File: config.mk
export PLATFORM = sky130hd
export DESIGN_NAME = fetch_cycle_seq
export DESIGN_NICKNAME = d
export VERILOG_FILES = /design/src/rtl/fetch_seq_pkg.sv /design/src/rtl/fetch_seq_timer.sv /design/src/rtl/fetch_refresh_ctr.sv /design/src/rtl/fetch_bus_decode.sv /design/src/rtl/fetch_cycle_seq.sv
export SDC_FILE = /design/constraint.sdc
export NUM_CORES = 1
export LEC_CHECK = 0
export BUFFER_PORTS_ARGS = -buffer_cell sky130_fd_sc_hd__clkbuf_2
export CAP_MARGIN = 20
export CORE_UTILIZATION = 43
export DETAILED_ROUTE_END_ITERATION = 7
export PLACE_DENSITY = 0.73
export SYNTH_ARGS = -nofsm -noshare
export SYNTH_HDL_FRONTEND = slang
export SYNTH_SLANG_ARGS = --single-unit
File: constraint.sdc
create_clock -name clk -period 1.66 [get_ports clk]
set_input_delay 0.332 -clock clk [delete_from_list [all_inputs] [get_ports clk]]
set_output_delay 0.332 -clock clk [all_outputs]
set_load 0.02 [all_outputs]
File: src/rtl/fetch_seq_pkg.sv
package fetch_seq_pkg;
   typedef enum logic [2:0] {
      FS_IDLE = 3'd0,
      FS_T1   = 3'd1,
      FS_T2   = 3'd2,
      FS_TW   = 3'd3,
      FS_T3   = 3'd4,
      FS_T4   = 3'd5
   } fetch_state_e;
endpackage

File: src/rtl/fetch_seq_timer.sv
module fetch_seq_timer
   import fetch_seq_pkg::*;
(
   input  logic         clk,
   input  logic         rst_n,
   input  logic         start_i,
   input  logic         wait_n_i,
   output fetch_state_e state_o,
   output logic         half_o,
   output logic         launch_o,
   output logic         capture_o,
   output logic         finish_o,
   output logic         done_o
);
   fetch_state_e state_q, state_d;
   logic half_q;
   logic wait_q;
   logic done_q;
   logic stretch_slot;

   // second half of a bus state means the next fast edge is a bus rising edge
   assign stretch_slot = (state_q == FS_T2) || (state_q == FS_TW);
   assign launch_o     = (state_q == FS_IDLE) && half_q && start_i;
   assign capture_o    = stretch_slot && half_q && !wait_q;
   assign finish_o     = (state_q == FS_T4) && half_q;

   always_comb begin
      state_d = state_q;
      if (half_q) begin
         case (state_q)
            FS_IDLE: if (start_i) state_d = FS_T1;
            FS_T1:   state_d = FS_T2;
            FS_T2,
            FS_TW:   state_d = wait_q ? FS_TW : FS_T3;
            FS_T3:   state_d = FS_T4;
            FS_T4:   state_d = FS_IDLE;
            default: state_d = FS_IDLE;
         endcase
      end
   end

   always_ff @(posedge clk or negedge rst_n) begin
      if (!rst_n) begin
         state_q <= FS_IDLE;
         half_q  <= 1'b0;
         wait_q  <= 1'b0;
         done_q  <= 1'b0;
      end else begin
         state_q <= state_d;
         half_q  <= !half_q;
         done_q  <= finish_o;
         // wait sampled on the bus falling edge of T2 and of each wait state
         if (stretch_slot && !half_q) begin
            wait_q <= !wait_n_i;
         end
      end
   end

   assign state_o = state_q;
   assign half_o  = half_q;
   assign done_o  = done_q;

   assert_wait_entry_R4 : assert property (@(posedge clk) disable iff (!rst_n)
      (state_q == FS_TW && !half_q) |-> $past(wait_q));
   assert_done_single_R9 : assert property (@(posedge clk) disable iff (!rst_n)
      done_q |=> !done_q);
   assert_t1_from_idle_R9 : assert property (@(posedge clk) disable iff (!rst_n)
      $rose(state_q == FS_T1) |-> $past(state_q == FS_IDLE && start_i));
endmodule

File: src/rtl/fetch_refresh_ctr.sv
module fetch_refresh_ctr #(
   parameter int CNT_W = 7
) (
   input  logic             clk,
   input  logic             rst_n,
   input  logic             inc_i,
   output logic [CNT_W-1:0] cnt_o
);
   logic [CNT_W-1:0] cnt_q;

   always_ff @(posedge clk or negedge rst_n) begin
      if (!rst_n) begin
         cnt_q <= '0;
      end else if (inc_i) begin
         cnt_q <= cnt_q + 1'b1;
      end
   end

   assign cnt_o = cnt_q;

   assert_ctr_step_R8 : assert property (@(posedge clk) disable iff (!rst_n)
      inc_i |=> (cnt_o == $past(cnt_o) + 1'b1));
   assert_ctr_hold_R8 : assert property (@(posedge clk) disable iff (!rst_n)
      !inc_i |=> $stable(cnt_o));
endmodule

File: src/rtl/fetch_bus_decode.sv
module fetch_bus_decode
   import fetch_seq_pkg::*;
#(
   parameter int ADDR_W = 16,
   parameter int PAGE_W = 8,
   parameter int RFSH_W = 7
) (
   input  fetch_state_e      state_i,
   input  logic              half_i,
   input  logic [ADDR_W-1:0] pc_i,
   input  logic [PAGE_W-1:0] page_i,
   input  logic [RFSH_W-1:0] row_i,
   output logic [ADDR_W-1:0] addr_o,
   output logic              m1_n_o,
   output logic              mreq_n_o,
   output logic              rd_n_o,
   output logic              rfsh_n_o
);
   localparam int PAD_W = ADDR_W - PAGE_W - RFSH_W;

   logic [ADDR_W-1:0] rfsh_addr;

   generate
      if (PAD_W > 0) begin : g_pad
         assign rfsh_addr = {page_i, {PAD_W{1'b0}}, row_i};
      end else begin : g_nopad
         assign rfsh_addr = {page_i, row_i};
      end
   endgenerate

   always_comb begin
      addr_o   = pc_i;
      m1_n_o   = 1'b1;
      mreq_n_o = 1'b1;
      rd_n_o   = 1'b1;
      rfsh_n_o = 1'b1;
      case (state_i)
         FS_T1: begin
            m1_n_o   = 1'b0;
            mreq_n_o = !half_i;
            rd_n_o   = !half_i;
         end
         FS_T2, FS_TW: begin
            m1_n_o   = 1'b0;
            mreq_n_o = 1'b0;
            rd_n_o   = 1'b0;
         end
         FS_T3: begin
            addr_o   = rfsh_addr;
            rfsh_n_o = 1'b0;
            mreq_n_o = !half_i;
         end
         FS_T4: begin
            addr_o   = rfsh_addr;
            rfsh_n_o = 1'b0;
            mreq_n_o = half_i;
         end
         default: ;
      endcase
   end
endmodule

File: src/rtl/fetch_cycle_seq.sv
module fetch_cycle_seq
   import fetch_seq_pkg::*;
#(
   parameter int ADDR_W = 16,
   parameter int DATA_W = 8,
   parameter int PAGE_W = 8,
   parameter int RFSH_W = 7
) (
   input  logic              clk,
   input  logic              rst_n,
   input  logic              start_i,
   input  logic [ADDR_W-1:0] pc_i,
   input  logic [PAGE_W-1:0] page_i,
   input  logic              wait_n_i,
   input  logic [DATA_W-1:0] data_i,
   output logic [ADDR_W-1:0] addr_o,
   output logic              m1_n_o,
   output logic              mreq_n_o,
   output logic              rd_n_o,
   output logic              rfsh_n_o,
   output logic [DATA_W-1:0] opcode_o,
   output logic              done_o
);
   generate
      if (RFSH_W < 1 || DATA_W < 1 || ADDR_W < PAGE_W + RFSH_W) begin : g_bad_params
         $error("fetch_cycle_seq: address bus too narrow for page and refresh row");
      end
   endgenerate

   fetch_state_e      state;
   logic              half;
   logic              launch;
   logic              capture;
   logic              finish;
   logic [RFSH_W-1:0] row;
   logic [ADDR_W-1:0] pc_q;
   logic [DATA_W-1:0] opcode_q;

   fetch_seq_timer i_timer (
      .clk       (clk),
      .rst_n     (rst_n),
      .start_i   (start_i),
      .wait_n_i  (wait_n_i),
      .state_o   (state),
      .half_o    (half),
      .launch_o  (launch),
      .capture_o (capture),
      .finish_o  (finish),
      .done_o    (done_o)
   );

   fetch_refresh_ctr #(.CNT_W(RFSH_W)) i_row_ctr (
      .clk   (clk),
      .rst_n (rst_n),
      .inc_i (finish),
      .cnt_o (row)
   );

   fetch_bus_decode #(
      .ADDR_W (ADDR_W),
      .PAGE_W (PAGE_W),
      .RFSH_W (RFSH_W)
   ) i_decode (
      .state_i  (state),
      .half_i   (half),
      .pc_i     (pc_q),
      .page_i   (page_i),
      .row_i    (row),
      .addr_o   (addr_o),
      .m1_n_o   (m1_n_o),
      .mreq_n_o (mreq_n_o),
      .rd_n_o   (rd_n_o),
      .rfsh_n_o (rfsh_n_o)
   );

   always_ff @(posedge clk or negedge rst_n) begin
      if (!rst_n) begin
         pc_q     <= '0;
         opcode_q <= '0;
      end else begin
         if (launch) pc_q <= pc_i;
         // the T3 rising edge latches data while read is still low
         if (capture) opcode_q <= data_i;
      end
   end

   assign opcode_o = opcode_q;

   assert_no_read_in_refresh_R6 : assert property (@(posedge clk) disable iff (!rst_n)
      !rfsh_n_o |-> rd_n_o);
   assert_read_inside_request_R3 : assert property (@(posedge clk) disable iff (!rst_n)
      !rd_n_o |-> (!mreq_n_o && !m1_n_o));
   assert_refresh_addr_stable_R7 : assert property (@(posedge clk) disable iff (!rst_n)
      (!mreq_n_o && !rfsh_n_o) |=> (mreq_n_o || $stable(addr_o)));
   assert_opcode_under_read_R5 : assert property (@(posedge clk) disable iff (!rst_n)
      !$stable(opcode_o) |-> $past(!rd_n_o));
endmodule

==> results of run 1 <==
[cell usage after synthesis]
library cell  number
a21o_1             1
a21oi_1            3
a31oi_1            1
and2_1             1
buf_2              3
buf_4              1
clkbuf_1           1
dfrtp_1           37
ha_1               1
inv_1              2
inv_2              1
mux2_2            40
nand2_1            7
nand2b_1           1
nand3_1            2
nand3_2            1
nand4b_1           1
nor2_1             4
nor2b_1            1
nor3_1             2
nor3b_1            1
nor4_4             1
o21a_1             1
o21ai_0            1
o2bb2ai_1          1
or2_2              3
xnor2_1            3
xor2_1             4
[worst max-delay path, delay by kind of cell (launching register included)]
family	cells	cell delay (ns)
buffers and inverters	1	0.16
flip-flops	1	0.46
multiplexers	1	0.35
AND/OR/NAND/NOR	1	0.16
[cells in the final DEF, fill, tap and decap left out, types with 2 or more instances in the layout]
cell type,synthesis,layout
buf_6,0,4
nand2_1,7,6
xor2_1,4,4
buf_2,3,7
mux2_2,40,32
inv_1,2,2
or2_2,3,2
dfrtp_2,0,3
clkbuf_2,0,56
clkbuf_8,0,6
mux2_4,0,8
a21oi_1,3,2
dfrtp_1,37,34
nand3_1,2,2
nor2_1,4,3
buf_4,1,5
nor3_1,2,2
xnor2_1,3,3
clkbuf_1,1,3
[kinds of logic after synthesis]
logic type               count (synthesis)  synth area share [%]
multiplexers                            40                  26.7
buffers and inverters                    8                  2.23
flip-flops                              37                  55.0
AND/OR/NAND/NOR                         25                  8.69
adder cells (fa/ha/maj)                  1                 0.743
XOR/XNOR                                 7                  3.64
AO/OA/AOI/OAI                            8                  2.97
[power by group through the flow]
stage               sequential [mW]  combinational [mW]  clock [mW]
detailed placement             1.52                2.13           0
CTS                            1.52                2.24       0.601
global placement               1.49                2.07           0
global route                   1.59                2.53       0.634
floorplan                      1.58                1.42           0
finish                         1.54                2.37       0.584
[through the flow]
| stage | hold WS, ns | cell area, sq um | std cells |
|---|---|---|---|
| finish | 0.224 | 2290 | 251 |
| global route | 0.217 | 2290 | 251 |
| CTS | 0.217 | 2220 | 250 |
| detailed placement | 0.261 | 2090 | 239 |
| global placement | 0.253 | 2090 | 239 |
| floorplan | 0.0364 | 1690 | 126 |
[worst min-delay path by stage]
stage	endpoint	depth (start not counted)	start	slack [ns]
after global routing	i_timer.wait_q	2	wait_n_i	0.22
after global placement	i_timer.half_o	1	rst_n	0.25
final	i_timer.wait_q	2	wait_n_i	0.22
after CTS	i_timer.wait_q	2	wait_n_i	0.22
after floorplan	i_row_ctr.cnt_o[0]	0	rst_n	0.04
after detailed placement	opcode_o[7]	1	rst_n	0.26
[cell type report]
class                           count  area, sq um  share of cell area (%)
Sequential cell                    37          930                    40.7
Multi-Input combinational cell     81          783                    34.3
Timing Repair Buffer               74          422                    18.4
Clock buffer                        8         80.1                    3.50
Tap cell                           48         60.1                    2.63
Inverter                            3         11.3                   0.493
[sequential cells by signal, summed over array words and instances, names as in the netlist]
| register | cells |
|---|---|
| i_timer.wait_q | 1 |
| i_timer.state_o | 3 |
| i_row_ctr.cnt_o | 7 |
| i_timer.done_o | 1 |
| i_timer.half_o | 1 |
| opcode_o | 8 |
| pc_q | 16 |
[metal layers]
metal / global-route usage [%] / up-vias / wire length, um
li1: - / 585 / -
met1: 21.0 / 598 / 1560
met2: 31.1 / 41 / 1830
met3: 3.87 / 5 / 161
met4: 7.50 / 0 / 52
met5: 0 / - / 0
[repair_timing]
action / 4_1_cts / 5_1_grt
buffers inserted: 2 / 1
setup endpoints to repair: 19 / 43
endpoints found under the hold margin: 13 / 0
hold buffers: 1 / 0
pin swaps: 1 / 1
gates resized for setup: 9 / 22
==> flow_summary.yaml, run 1 <==
status:
  status: "finished, violations left"
  failed_checks: "negative setup slack"
floorplanning:
  pin_count: 65
  core_area_sq_um: 3720
  floorplan.die_area_sq_um: 4170
  row_count: 22
  die_w_um: 64.6
  die_y_um: 64.6
  initial_utilization_pct: 45.3
route:
  wirelength_mm: 3.60
  drtIter0Drc: 22
  wl_per_cell_um: 14.3
  drt_first_pass_iters: 4
  antenna_left: 0
  vias_per_cell: 4.90
  vias: 1229
  drc: 0
power_and_ir_drop:
  p_per_area_nw_per_um2: 1970
  p_total_mw: 4.50
  p_sw_mw: 1.73
  clockPowerShare_pct: 13.0
  vdd_drop_max_v: 0.000817
  leakagePower_nw: 1.15
  combPwrFrac_pct: 52.8
  p_sw_share_pct: 38.5
  p_seq_share_pct: 34.2
  power.internal_mw: 2.76
grt:
  first_global_vias: 1243
  grt_usage_pct: 17.8
  antenna_found_initial: 0
  grt_pass1_wl_mm: 5.57
  grt-ovfl-total: 0
  grt_max_degree: 19
synth:
  avgSynthCellArea_sq_um: 13.4
  synthCells: 126
  synth_seq_area_share_pct: 55.0
  synth_cell_types: 28
  synth_warnings: 0
  yosysTopAreaCell: "dfrtp_1"
  synthesis.nets: 163
  synthesis.area_sq_um: 1680
  ys_ff_latch: 37
  synth_area_leaders: "dfrtp_1 (55%), mux2_2 (27%), xor2_1 (2.1%)"
  synth_top_area_share_pct: 55.0
sta:
  drv_slew: 0
  worstMarginPinSlew_ns: 0.368
  setup_viol: 17
  min_period_over_period_pct: 105
  tns_ns: -1.20
  hold_viol_final: 0
  fmax_mhz: 574
  period_minus_slack_ns: 1.74
  final.setup_skew_ns: 0.00456
  slew_headroom_pct: 75.5
  rsz0062_at_grt: "true"
  fin_ws_ns: -0.0832
worst_setup_path:
  worstSetupPathType: "register to primary output"
  cp.arrival_ns: 1.41
  endpoint_kind: "primary output"
  path_cells: "nand2_8, mux2_2, buf_2"
  slowest_stage: "dfrtp_2"
  rrSetupSlack_ns: 0.03
  reg2regPathDepth: 5
  cp-startpoint: "i_timer.state_o[2]"
  startpoint_type: "register"
  r2r-start: "i_timer.state_o[2]"
  max_stage_delay_ns: 0.46
  crit_end: "addr_o[2]"
  r2r-end: "opcode_o[1]"
  worst-path-max-fanout: 18
  required_ns: 1.33
final_layout:
  drive_gt1_share_pct: 64.5
  fin_nets: 239
  n_antenna_cell: 0
  syn2layout_area_growth_pct: 35.7
  fin_util_pct: 61.5
  fillers: 311
cts:
  clkTransAtPathRegs_ns: 0.07
  clk_latency_ns: 0.28
  h-tree-depth: 2
  tritoncts: "done"
  cts.sinks: 37
  cts_buffer_depth: 2
  cts_root_buf: "clkbuf_8"
  cts_buffers: 5
min_path:
  hold_path.class: "primary input to register"
place:
  port_buffers: 64
  dp_slack_ns: 0.0169
  place.gp.congestion: 0.797
  dp.final_hpwl_mm: 2.56
flow_run:
  cap_violations: 0
Power figures use the tool's default switching activity.
==> inputs of run 2 (changes only) <==
PLACE_DENSITY = 0.75   (was 0.73)
==> run 2 against run 1 <==
Compared with the run above:
- the flow still finishes with violations (negative setup slack)
- clock power grew 16%
- clock skew shrank 0.0016 ns
- clock-buffer cell count shrank 1
- routed wire length shrank 3.4%
- die area is the same
- sequential cell count is the same
- power grew 4.8%
- register-to-register slack lost 0.05 ns
- largest power group unchanged
- highest routed layer unchanged
==> flow_summary.yaml, run 2 (same netlist as run 1, synthesis figures left out) <==
floorplanning:
  die_y_um: 64.6
  core_area_sq_um: 3720
  pin_count: 65
  die_w_um: 64.6
  floorplan.die_area_sq_um: 4170
  row_count: 22
  initial_utilization_pct: 45.3
grt:
  first_global_vias: 1242
  antenna_found_initial: 0
  grt_usage_pct: 17.9
  grt_max_degree: 38
  grt_pass1_wl_mm: 5.49
  grt-ovfl-total: 0
route:
  vias: 1256
  vias_per_cell: 4.94
  wl_per_cell_um: 13.7
  drtIter0Drc: 53
  antenna_left: 0
  wirelength_mm: 3.48
  drt_first_pass_iters: 4
  drc: 0
place:
  dp.final_hpwl_mm: 2.31
  port_buffers: 64
  dp.cells: 238
  place.gp.congestion: 0.748
final_layout:
  largest_reg_flops: 16
  multiInputGateArea_sq_um: 797
  fin_nets: 242
  mostFrequentLayoutCell: "clkbuf_2"
  final_cells: 254
  fillers: 302
  n_antenna_cell: 0
  drive_gt1_share_pct: 66.5
  layout_common_cells: "clkbuf_2 (52), dfrtp_1 (34), mux2_2 (31)"
  largest-register: "pc_q"
  syn2layout_area_growth_pct: 39.7
  regArea_sq_um: 930
status:
  failed_checks: "negative setup slack"
  status: "finished, violations left"
power_and_ir_drop:
  vdd_drop_max_v: 0.000753
  p_total_mw: 4.71
  p_per_area_nw_per_um2: 2000
  leakagePower_nw: 1.19
worst_setup_path:
  r2r-end: "opcode_o[4]"
  rrSetupSlack_ns: -0.02
  max_stage_delay_ns: 0.47
  r2r-start: "i_timer.state_o[2]"
  path_cells: "nand2_4, mux2_2, clkbuf_2"
  startpoint_type: "register"
  reg2regPathDepth: 5
  endpoint_kind: "primary output"
  worst-path-max-fanout: 8
  slowest_stage: "dfrtp_2"
  cp.arrival_ns: 1.43
  worstSetupPathType: "register to primary output"
  required_ns: 1.33
sta:
  final.setup_skew_ns: 0.00298
  fin_ws_ns: -0.105
  min_period_over_period_pct: 106
  hold_viol_final: 0
  slew_headroom_pct: 69.3
  drv_slew: 0
  setup_viol: 25
  rsz0062_at_grt: "true"
  period_minus_slack_ns: 1.77
  worstMarginPinSlew_ns: 0.461
  fmax_mhz: 567
flow_run:
  cap_violations: 0
cts:
  hold_buffers: 0
  tritoncts: "done"
  cts.sinks: 37
  cts_root_buf: "clkbuf_8"
  clk_latency_ns: 0.29
  cts_buffer_depth: 2
  cts_buffers: 5
  clkTransAtPathRegs_ns: 0.07
  h-tree-depth: 2
min_path:
  hold_path.class: "primary input to asynchronous set/reset pin"
==> run 2: worst max-delay path by stage <==
stage / startpoint / end / slack [ns] / depth (start not counted)
floorplan: i_timer.state_o[2] / addr_o[10] / 0.05 / 4
CTS: i_timer.state_o[2] / addr_o[5] / -0.1 / 3
finish: i_timer.state_o[2] / addr_o[1] / -0.11 / 3
global placement: i_timer.state_o[1] / addr_o[3] / 0.08 / 4
global route: i_timer.state_o[2] / addr_o[13] / -0.14 / 3
detailed placement: i_timer.state_o[1] / addr_o[5] / 0.03 / 4
==> run 2: repair_timing <==
item,4_1_cts,5_1_grt
gates cloned,0,1
setup buffers,4,3
endpoints found under the setup margin,19,45
hold endpoints to repair,0,0
pin swaps,2,3
gates resized for setup,13,28
==> run 2: final cells by class <==
| cell class | count | area share (%) |
|---|---|---|
| sequential | 37 | 39.5 |
| timing repair buffer | 76 | 19.1 |
| multi-input combinational | 82 | 33.9 |
| tap | 48 | 2.55 |
| inverter | 3 | 0.585 |
| clock buffer | 7 | 4.10 |
| clock inverter | 1 | 0.213 |
==> run 2: through the flow <==
stage               worst slack [ns]  instance area, sq um  util, %  hold slack [ns]  TNS [ns]
CTS                          -0.0973                  2260     60.7           0.0937     -1.36
detailed placement            0.0262                  2080     55.9            0.402         0
finish                        -0.105                  2350     63.3           0.0795     -1.38
floorplan                     0.0473                  1690        -           0.0364         0
global placement              0.0848                  2080     55.9            0.393         0
global route                  -0.144                  2350     63.3            0.118     -2.43
==> run 2: critical path: cells and delay by family (launching register included) <==
family	cells	cell delay [ns]
flip-flops	1	0.47
multiplexers	1	0.36
AND/OR/NAND/NOR	1	0.16
buffers and inverters	1	0.15
==> run 2: where the power goes <==
part           switching (mW)  internal (mW)  total [mW]
combinational            1.21           1.28        2.49
clock                   0.304          0.375       0.679
sequential              0.256           1.29        1.54
==> run 2: layer usage <==
| layer | wire (um) | global-route usage, % | vias up | share of wire, % |
|---|---|---|---|---|
| met1 | 1490 | 21.0 | 612 | 43 |
| met4 | 89 | 11.4 | 0 | 2.6 |
| li1 | - | - | 598 | - |
| met3 | 140 | 3.52 | 7 | 4.0 |
| met5 | 0 | 0 | - | 0 |
| met2 | 1760 | 29.7 | 39 | 51 |
